[src/rtl/lane_par_pkg.sv]
package lane_par_pkg;
  localparam int unsigned BUS_BITS  = 64;
  localparam int unsigned LANE_BITS = 8;
  localparam int unsigned LANE_CNT  = BUS_BITS / LANE_BITS;

  typedef enum logic [1:0] {
    BEAT_IDLE  = 2'd0,
    BEAT_WRITE = 2'd1,
    BEAT_READ  = 2'd2
  } beat_kind_e;

  function automatic beat_kind_e classify(input logic vld, input logic is_rd);
    if (!vld) return BEAT_IDLE;
    return is_rd ? BEAT_READ : BEAT_WRITE;
  endfunction
endpackage

[src/rtl/lpu_lane_gen.sv]
module lpu_lane_gen #(
  parameter int unsigned DATA_W = 64,
  parameter int unsigned LANE_W = 8,
  localparam int unsigned LANES = DATA_W / LANE_W
) (
  input  logic [0:DATA_W-1] data,
  input  logic              odd_sel,
  output logic [0:LANES-1]  par
);
  function automatic logic lane_fold(input logic [LANE_W-1:0] v, input logic odd);
    logic acc;
    acc = odd;
    for (int i = 0; i < int'(LANE_W); i++) acc = acc ^ v[i];
    return acc;
  endfunction

  for (genvar k = 0; k < int'(LANES); k++) begin : g_lane
    assign par[k] = lane_fold(data[k*LANE_W +: LANE_W], odd_sel);
  end
endmodule

[src/rtl/lpu_err_track.sv]
module lpu_err_track #(
  parameter int unsigned LANES = 8
) (
  input  logic             clk,
  input  logic             rst_n,
  input  logic             chk_hit,
  input  logic             clr,
  input  logic [0:LANES-1] calc,
  input  logic [0:LANES-1] rcvd,
  output logic [0:LANES-1] err_mask,
  output logic             err_flag
);
  logic [0:LANES-1] mismatch;
  logic             any_err;

  assign mismatch = calc ^ rcvd;
  assign any_err  = chk_hit && (|mismatch);

  always_ff @(posedge clk or negedge rst_n) begin
    if (!rst_n) err_mask <= '0;
    else if (chk_hit) err_mask <= mismatch;
  end

  always_ff @(posedge clk or negedge rst_n) begin
    if (!rst_n) err_flag <= 1'b0;
    else if (clr) err_flag <= 1'b0;
    else if (any_err) err_flag <= 1'b1;
  end

  // unchecked cycles hold the mask
  a_r5_mask_hold: assert property (@(posedge clk) disable iff (!rst_n)
    !chk_hit |=> $stable(err_mask));
  // a checked beat without mismatch leaves an all-clear mask
  a_r4_clean_beat: assert property (@(posedge clk) disable iff (!rst_n)
    (chk_hit && calc == rcvd) |=> (err_mask == '0));
  // a mismatching checked beat raises the flag unless cleared
  a_r6_flag_set: assert property (@(posedge clk) disable iff (!rst_n)
    (any_err && !clr) |=> err_flag);
  // clear wins, and the flag is otherwise sticky
  a_r7_clear_wins: assert property (@(posedge clk) disable iff (!rst_n)
    clr |=> !err_flag);
  a_r7_sticky: assert property (@(posedge clk) disable iff (!rst_n)
    (err_flag && !clr) |=> err_flag);
endmodule

[src/rtl/lane_parity_unit.sv]
module lane_parity_unit
  import lane_par_pkg::*;
#(
  parameter int unsigned DATA_W = BUS_BITS,
  parameter int unsigned LANE_W = LANE_BITS,
  localparam int unsigned LANES = DATA_W / LANE_W
) (
  input  logic              clk,
  input  logic              rst_n,
  input  logic              beat_vld,
  input  logic              beat_is_rd,
  input  logic              chk_en,
  input  logic              odd_sel,
  input  logic              err_clr,
  input  logic [0:DATA_W-1] data_in,
  input  logic [0:LANES-1]  par_in,
  output logic [0:DATA_W-1] data_out,
  output logic [0:LANES-1]  par_out,
  output logic              par_oe,
  output logic [0:LANES-1]  err_mask,
  output logic              err_flag
);
  beat_kind_e       kind;
  logic             chk_hit;
  logic [0:LANES-1] lane_par;

  assign kind     = classify(beat_vld, beat_is_rd);
  assign chk_hit  = (kind == BEAT_READ) && chk_en;
  assign par_oe   = (kind == BEAT_WRITE);
  assign par_out  = lane_par;
  assign data_out = data_in;

  lpu_lane_gen #(.DATA_W(DATA_W), .LANE_W(LANE_W)) u_gen (
    .data    (data_in),
    .odd_sel (odd_sel),
    .par     (lane_par)
  );

  lpu_err_track #(.LANES(LANES)) u_trk (
    .clk      (clk),
    .rst_n    (rst_n),
    .chk_hit  (chk_hit),
    .clr      (err_clr),
    .calc     (lane_par),
    .rcvd     (par_in),
    .err_mask (err_mask),
    .err_flag (err_flag)
  );

  // enable only on write beats
  a_r3_oe_write: assert property (@(posedge clk) disable iff (!rst_n)
    par_oe == (beat_vld && !beat_is_rd));
  // data plus parity of every lane has the selected polarity on writes
  for (genvar k = 0; k < int'(LANES); k++) begin : g_wchk
    a_r2_write_lane: assert property (@(posedge clk) disable iff (!rst_n)
      par_oe |-> (($countones({data_in[k*LANE_W +: LANE_W], par_out[k]}) % 2) == 32'(odd_sel)));
  end
  // forwarding is unaffected
  a_r9_pass: assert property (@(posedge clk) disable iff (!rst_n)
    data_out == data_in);
endmodule

[config.mk]
export PLATFORM = sky130hd
export DESIGN_NAME = lane_parity_unit
export DESIGN_NICKNAME = d
export VERILOG_FILES = /design/src/rtl/lane_par_pkg.sv /design/src/rtl/lpu_lane_gen.sv /design/src/rtl/lpu_err_track.sv /design/src/rtl/lane_parity_unit.sv
export SDC_FILE = /design/constraint.sdc
export NUM_CORES = 1
export LEC_CHECK = 0
export BUFFER_PORTS_ARGS = -buffer_cell sky130_fd_sc_hd__buf_2
export CAP_MARGIN = 30
export CORE_AREA = 2 2 74 76
export CTS_CLUSTER_DIAMETER = 50
export DETAILED_ROUTE_END_ITERATION = 10
export DIE_AREA = 0 0 76 78
export PLACE_DENSITY = 0.76
export SLEW_MARGIN = 20
export SYNTH_ARGS = -nofsm -noshare
export SYNTH_HDL_FRONTEND = slang
export SYNTH_SLANG_ARGS = --single-unit
export TNS_END_PERCENT = 20
[constraint.sdc]
create_clock -name clk -period 0.8 [get_ports clk]
set_input_delay 0.04 -clock clk [delete_from_list [all_inputs] [get_ports clk]]
set_output_delay 0.04 -clock clk [all_outputs]
set_load 0.02 [all_outputs]
### After elaboration in Yosys (flattened, before gate mapping)

Index checks and enable logic that the tools add are counted.

| cells by class | value |
|---|---|
| equal/unequal tests | 2 |
| muxes and demuxes | 4 |
| bitwise logic cells | 65 |
| reduce and logical (&&, ||, !) cells | 4 |

Operators by type and width:

| operator | number |
|---|---|
| 1-bit bitwise XOR | 64 |
| 8-bit OR reduction | 1 |
| 8-bit bitwise XOR | 1 |
| 2-bit two-way mux | 2 |
| 2-bit by 1-bit equality test with 1-bit output (second input constant) | 1 |
| 2-bit equality test (second input constant) | 1 |
| 1-bit logical AND | 2 |
| 1-bit two-way mux | 2 |
| 2-bit nonzero test | 1 |

| storage, ports and cells | value |
|---|---|
| flip-flop bits (word level) | 9 |
| bits of input ports | 79 |
| output and inout bits | 82 |

### Logic depth before layout (Yosys ltp)

Gate-level depths: netlist of the first run.

| logic depth | value |
|---|---|
| depth after elaboration | 13 |
| depth in mapped cells | 7 |

### By module

A second synthesis of the first run with hierarchy kept.

| unflattened totals | value |
|---|---|
| cell total of the unflattened synthesis | 164 |
| area, all modules | 1577.8 sq um |

By module, submodules not included:

| module | times used | cells each | area an instance (sq um) |
|---|---|---|---|
| lpu_lane_gen | 1 | 57 | 668.1 |
| lane_parity_unit | 1 | 66 | 496.7 |
| lpu_err_track | 1 | 41 | 412.9 |

### Least setup slack after synthesis of the first run

OpenSTA, ideal clock, no wires.

| path | value |
|---|---|
| path kind | input -> register |
| start | in data_in[45] in the netlist's numbering |
| end | reg u_trk.err_flag |
| setup time | 0.127 ns |
| arrival time | 1.435 ns |
| slack | -0.762 ns |
| cell stages on the path | 6 |
| cells stage by stage | xnor2_1 > xnor3_1 > xnor2_2 > xnor2_1 > nor4bb_1 > o31ai_1 |

| between the ends | value |
|---|---|
| cells in the longest elaborated chain, start to end | 10 |

Ends and longest elaborated chain:

| item | RTL line | source |
|---|---|---|
| from (decl) | lane_parity_unit.sv:15 | `input logic [0:DATA_W-1] data_in,` |
| 1-bit bitwise XOR (6 in series) | lpu_lane_gen.sv:13 | `for (int i = 0; i < int'(LANE_W); i++) acc = acc ^ v[i];` |
| net par_out (one bit) | lane_parity_unit.sv:18 | `output logic [0:LANES-1] par_out,` |
| 8-bit bitwise XOR | lpu_err_track.sv:16 | `assign mismatch = calc ^ rcvd;` |
| 8-bit OR reduction | lpu_err_track.sv:17 | `assign any_err = chk_hit && (\|mismatch);` |
| 1-bit logical AND | lpu_err_track.sv:17 |  |
| 2-bit nonzero test (no line) | -- |  |
| to (signal assigned) | lpu_err_track.sv:25 | `if (!rst_n) err_flag <= 1'b0;` |
| to (signal assigned) | lpu_err_track.sv:26 | `else if (clr) err_flag <= 1'b0;` |
| to (signal assigned) | lpu_err_track.sv:27 | `else if (any_err) err_flag <= 1'b1;` |
| to (decl) | lpu_err_track.sv:11 | `output logic err_flag` |

The timed path passes the listed nets, and every way through them passes these cells.
A chain may end at the register's enable or synchronous reset.

### Worst setup path after layout of the first run

| path | value |
|---|---|
| start | in data_in[27] in the netlist's numbering |
| end | reg u_trk.err_flag |

| between the ends | value |
|---|---|
| cells in the longest elaborated chain, start to end | 8 |

Ends and longest elaborated chain:

| item | RTL line |
|---|---|
| 1-bit bitwise XOR (4 in series) | lpu_lane_gen.sv:13 |
| 8-bit bitwise XOR | lpu_err_track.sv:16 |
| 8-bit OR reduction | lpu_err_track.sv:17 |
| 1-bit logical AND | lpu_err_track.sv:17 |
| 2-bit nonzero test (no line) | -- |

Every way passes these cells.

==> flow_summary.json, run 1 <==
{
  "viasPerCell": 4.171,
  "r2r_start": "u_trk.err_flag",
  "hold_viol_final": 0,
  "cts_made_buffers": 3,
  "max_freq_mhz": 733.1,
  "dp_hpwl_mm": 3.489,
  "coreArea_um2": 5042,
  "synth_cell_types": 18,
  "end_kind": "flip-flop",
  "die_h_um": 78,
  "hold_path.class": "in2reg",
  "clk_pin_slew_ns": 0.04,
  "clk_latency_ns": 0.23,
  "status": "finished with violations",
  "p_per_area_nw_per_um2": 1834,
  "ir_worst_vdd_mv": 1.059,
  "reg2reg_depth": 2,
  "clock_skew_ns": 0,
  "violations": "setup timing",
  "cp.required_ns": 0.91,
  "path_class": "in2reg",
  "r2r-end": "u_trk.err_flag",
  "drt_pre_antenna_iters": 2,
  "slew_headroom": 0.8209,
  "worstSetupStartpointType": "primary input",
  "fill_cells": 455,
  "vias": 1485,
  "syn2layout_area_growth_pct": 61.51,
  "drt_iter0_markers": 19,
  "cts-root-buf": "clkbuf_8",
  "r2r_slack_ns": 0.16,
  "whs_path_depth": 3,
  "antenna_found_initial": 0,
  "nNetsFinal": 366,
  "cap_violations": 0,
  "diodes": 0,
  "drt_wl_total_mm": 4.256,
  "syn_inst": 162,
  "hold_path_startpoint": "par_in[5]",
  "layout_common_cells": "buf_2 (135), xnor2_2 (31), buf_4 (28)",
  "htree_levels": 1,
  "p_leak_nw": 1.509,
  "wl_per_cell_um": 11.96,
  "min_period_ns": 1.364,
  "ys_seq_area_frac": 0.1372,
  "setup_viol": 20,
  "syn_area_um2": 1642,
  "drv_slew": 0,
  "period_share": 1.705,
  "grt_max_degree": 18,
  "dieArea_um2": 5928,
  "syn_nets": 241,
  "cts_tree": "yes",
  "hold_path_end": "u_trk.err_mask[5]",
  "worstMarginPinSlew_ns": 0.2667,
  "num_rows": 26,
  "final_common_cell": "buf_2",
  "avgSynthCellArea_um2": 10.13,
  "cp_max_fo": 2,
  "worst_slack_ns": -0.5641,
  "cts_buffer_depth": 2,
  "grt-ovfl-total": 0,
  "synth-seq-cells": 9,
  "grt_pass1_vias": 1402,
  "ios": 161,
  "drc": 0,
  "grt_pass1_wl_mm": 6.168,
  "die_w_um": 76,
  "initial_core_util": 0.3256,
  "final_layout_size_suffix_gt1_frac": 0.7727,
  "cts_sinks": 9,
  "place_ws_ns": -0.8652,
  "worstPathArrival_ns": 1.47,
  "routabilityCongestion": 0.7168,
  "grt_use_total": 0.1296,
  "rsz0062_at_grt": "true",
  "io_buffers": 160,
  "post-route-util": 0.5258,
  "yosys_warnings": 0,
  "antenna_left": 0,
  "fin_tns_setup_ns": -5.015
}
## what timing repair did
item	CTS	global route
setup endpoints to repair	26	26
pin swaps	8	7
gates resized for setup	35	37
hold endpoints to repair	10	0
buffers inserted	3	2
hold buffers	2	0
## through the flow
step                      total power, mW  hold slack [ns]  cell area, um2  instances
after floorplan                     2.789          -0.2556            1649        162
after global placement              3.702         -0.08241            2220        348
after detailed placement            3.744         -0.08331            2220        348
after CTS                           4.561           0.1211            2487        355
after global routing                5.131           0.1508            2651        356
final                               4.863           0.1245            2651        356
## where the power goes
group	switching [mW]	internal [mW]	leakage, nW	total, mW
combinational	1.71	1.92	1.37	3.63
sequential	0.0985	0.614	0.114	0.713
clock	0.174	0.347	0.0228	0.521
## area by class of cell
class,count,area [um2],share of cell area
timing repair buffer,186,1164,0.4389
clock buffer,4,45.04,0.01699
tap,70,87.58,0.03303
multi-input combinational,87,1130,0.4261
sequential,9,225.2,0.08495
## cell usage after synthesis
cell | instances | share of area
xor2_2 | 1 | 0.0099
buf_4 | 64 | 0.29
o21ai_0 | 8 | 0.024
xor2_1 | 7 | 0.037
buf_6 | 1 | 0.0069
nand3_1 | 1 | 0.0030
nor2b_1 | 1 | 0.0038
nand4_1 | 1 | 0.0038
xnor2_1 | 37 | 0.20
nand2b_1 | 1 | 0.0038
o31ai_1 | 1 | 0.0046
xor3_1 | 6 | 0.087
dfrtp_1 | 9 | 0.14
nand2_1 | 9 | 0.021
xnor3_1 | 8 | 0.11
nor4bb_1 | 1 | 0.0061
xnor2_2 | 5 | 0.050
clkbuf_1 | 1 | 0.0023
## cells by family after synthesis
group	synth area share
and+or+nand+nor	0.04116
buffers and inverters	0.3018
DFF	0.1372
AOI/OAI and AO/OA	0.02897
xor gates and xnor gates	0.4909
## registers in the layout (all words and copies together), names as in the netlist
name,cells
u_trk.err_mask,8
u_trk.err_flag,1
## worst max path at each step
stage                            from             end  slack (ns)  cells after the start
after floorplan           data_in[45]  u_trk.err_flag       -0.75                      6
after global placement    data_in[57]  u_trk.err_flag       -0.82                      7
after detailed placement  data_in[17]  u_trk.err_flag       -0.87                      7
after CTS                 data_in[29]  u_trk.err_flag       -0.58                      7
after global routing      data_in[45]  u_trk.err_flag       -0.65                      7
final                     data_in[27]  u_trk.err_flag       -0.56                      7
## critical path, cell delays in order
cell and delay [ns]:
buf_6 0.10, xnor2_2 0.15, xnor3_1 0.43, xor3_1 0.26, nand4_1 0.13, nor4bb_2 0.28, o31ai_1 0.09
## layer usage
layer | up-vias | wire length [um] | track usage
met4 | 0 | 56 | 0.04545
met3 | 6 | 421 | 0.03372
met1 | 666 | 1391 | 0.1262
met5 | - | 0 | 0
met2 | 106 | 2386 | 0.2616
li1 | 707 | - | -
(Power assumes the default switching activity.)
==> inputs of run 2 (changes only) <==
==> constraint.sdc (replaced) <==
create_clock -name clk -period 0.8 [get_ports clk]
set_input_delay 0.08 -clock clk [delete_from_list [all_inputs] [get_ports clk]]
set_output_delay 0.08 -clock clk [all_outputs]
set_load 0.02 [all_outputs]
==> run 2 against run 1 <==
Net effect:
- register-to-register slack barely moved
- critical path depth did not move
- clock skew did not move
- the flow still finishes with violations (setup timing)
- clock power fell by 0.8%
==> flow_summary.json, run 2 (synthesis gave the netlist of run 1 again) <==
{
  "rsz0062_at_grt": "true",
  "coreArea_um2": 5042,
  "min_period_ns": 1.401,
  "busiest_layer": "met2",
  "worstSetupStartpointType": "primary input",
  "path_class": "in2reg",
  "dieArea_um2": 5928,
  "antenna_left": 0,
  "io_buffers": 160,
  "cts_buffer_depth": 2,
  "ios": 161,
  "r2r_slack_ns": 0.15,
  "clk_latency_ns": 0.23,
  "nNetsFinal": 366,
  "layout_common_cells": "buf_2 (139), xnor2_2 (28), buf_4 (28)",
  "p_total_mw": 4.769,
  "final_layout_size_suffix_gt1_frac": 0.7587,
  "max_freq_mhz": 713.9,
  "ir_worst_vdd_mv": 1.164,
  "diodes": 0,
  "viasPerCell": 4.087,
  "intPower_mw": 2.823,
  "slew_headroom": 0.8193,
  "status": "finished with violations",
  "cts-root-buf": "clkbuf_8",
  "routabilityCongestion": 0.7170,
  "top_regs": "u_trk.err_mask: 8 flops, u_trk.err_flag: 1 flops",
  "grt-ovfl-total": 0,
  "largest_reg_flops": 8,
  "pwr-share-clk": 0.108,
  "worst_slack_ns": -0.6007,
  "p_seq_frac": 0.148,
  "drt_wl_total_mm": 4.185,
  "combinationalPowerShare": 0.743,
  "grt_pass1_vias": 1436,
  "switching_share": 0.4081,
  "final_cell_area_um2": 2599,
  "top_register": "u_trk.err_mask",
  "cap_violations": 0,
  "grt_use_total": 0.1294,
  "clock_skew_ns": 0,
  "die_h_um": 78,
  "dp_hpwl_mm": 3.461,
  "post-route-util": 0.5154,
  "drt_iter0_markers": 11,
  "num_rows": 26,
  "worstPathArrival_ns": 1.51,
  "use_met2": 0.2652,
  "period_share": 1.751,
  "p_leak_nw": 1.487,
  "placed_area_um2": 2220,
  "drt_pre_antenna_iters": 4,
  "hold_path.class": "in2reg",
  "grt_use_met3": 0.02442,
  "grt_pass1_wl_mm": 6.147,
  "vias": 1455,
  "violations": "setup timing",
  "fill_cells": 447,
  "final_common_cell": "buf_2",
  "grt_max_degree": 18,
  "cp.required_ns": 0.91,
  "syn2layout_area_growth_pct": 58.31,
  "drc": 0,
  "cts_tree": "yes",
  "antenna_found_initial": 0,
  "wl_per_cell_um": 11.76,
  "p_per_area_nw_per_um2": 1835,
  "worstMarginPinSlew_ns": 0.2691,
  "grtUsageMet1": 0.1283,
  "initial_core_util": 0.3256,
  "end_kind": "flip-flop",
  "htree_levels": 1,
  "cts_sinks": 9,
  "power.net_switching_mw": 1.946,
  "setup_viol": 26,
  "clk_pin_slew_ns": 0.04,
  "cts_made_buffers": 3,
  "drv_slew": 0,
  "die_w_um": 76,
  "hold_viol_final": 0,
  "fin_tns_setup_ns": -6.480,
  "cp_max_fo": 2
}
==> run 2: power groups by stage <==
| stage | Combinational, mW | Sequential [mW] | Clock (mW) |
|---|---|---|---|
| global placement | 3.01 | 0.688 | 0 |
| CTS | 3.34 | 0.694 | 0.535 |
| finish | 3.55 | 0.707 | 0.517 |
| floorplan | 1.89 | 0.896 | 0 |
| detailed placement | 3.04 | 0.698 | 0 |
| global route | 3.78 | 0.731 | 0.545 |
==> run 2: final cells by class <==
class | instances | area, um2 | share of cell area
repair buffers | 186 | 1147 | 0.4415
multi-input cells | 87 | 1094 | 0.4208
well taps | 70 | 87.58 | 0.03370
clock buffers | 4 | 45.04 | 0.01733
flip-flops and latches | 9 | 225.2 | 0.08666
==> run 2: what timing repair did <==
item	CTS	global route
gates resized for setup	37	25
hold buffers	1	0
hold endpoints to repair	9	0
endpoints found under the setup margin	26	26
pin swaps	10	4
buffers inserted	2	1
==> run 2: metrics by stage <==
| stage | worst slack (ns) | hold slack (ns) | std cells |
|---|---|---|---|
| after detailed placement | -0.8931 | -0.04701 | 348 |
| final | -0.6007 | 0.04686 | 356 |
| after global placement | -0.8590 | -0.04247 | 348 |
| after CTS | -0.6177 | 0.04256 | 355 |
| after global routing | -0.7316 | 0.06117 | 356 |
| after floorplan | -0.7947 | -0.2156 | 162 |
==> run 2: final timing paths <==
kind | start | endpoint | cells after the start
min | err_clr | u_trk.err_flag | 2
max | data_in[12] | u_trk.err_flag | 7
max in group asynchronous | rst_n | u_trk.err_mask[4] | 2
min in group asynchronous | rst_n | u_trk.err_mask[5] | 2
max reg2reg | u_trk.err_flag | u_trk.err_flag | 2
min reg2reg | u_trk.err_mask[1] | u_trk.err_mask[1] | 2
==> run 2: critical path, cell delays in order <==
cell and delay (ns):
buf_6 0.10, xor2_1 0.14, xnor3_1 0.45, xor3_1 0.26, nand4_1 0.11, nor4bb_1 0.27, o31ai_1 0.09
==> run 2: per-layer routing <==
layer | routed length (um) | part of all wire | vias to the layer above
li1 | - | - | 704
met1 | 1415 | 0.34 | 643
met2 | 2341 | 0.56 | 104
met3 | 393 | 0.094 | 4
met4 | 34 | 0.0081 | 0
met5 | 0 | 0 | -
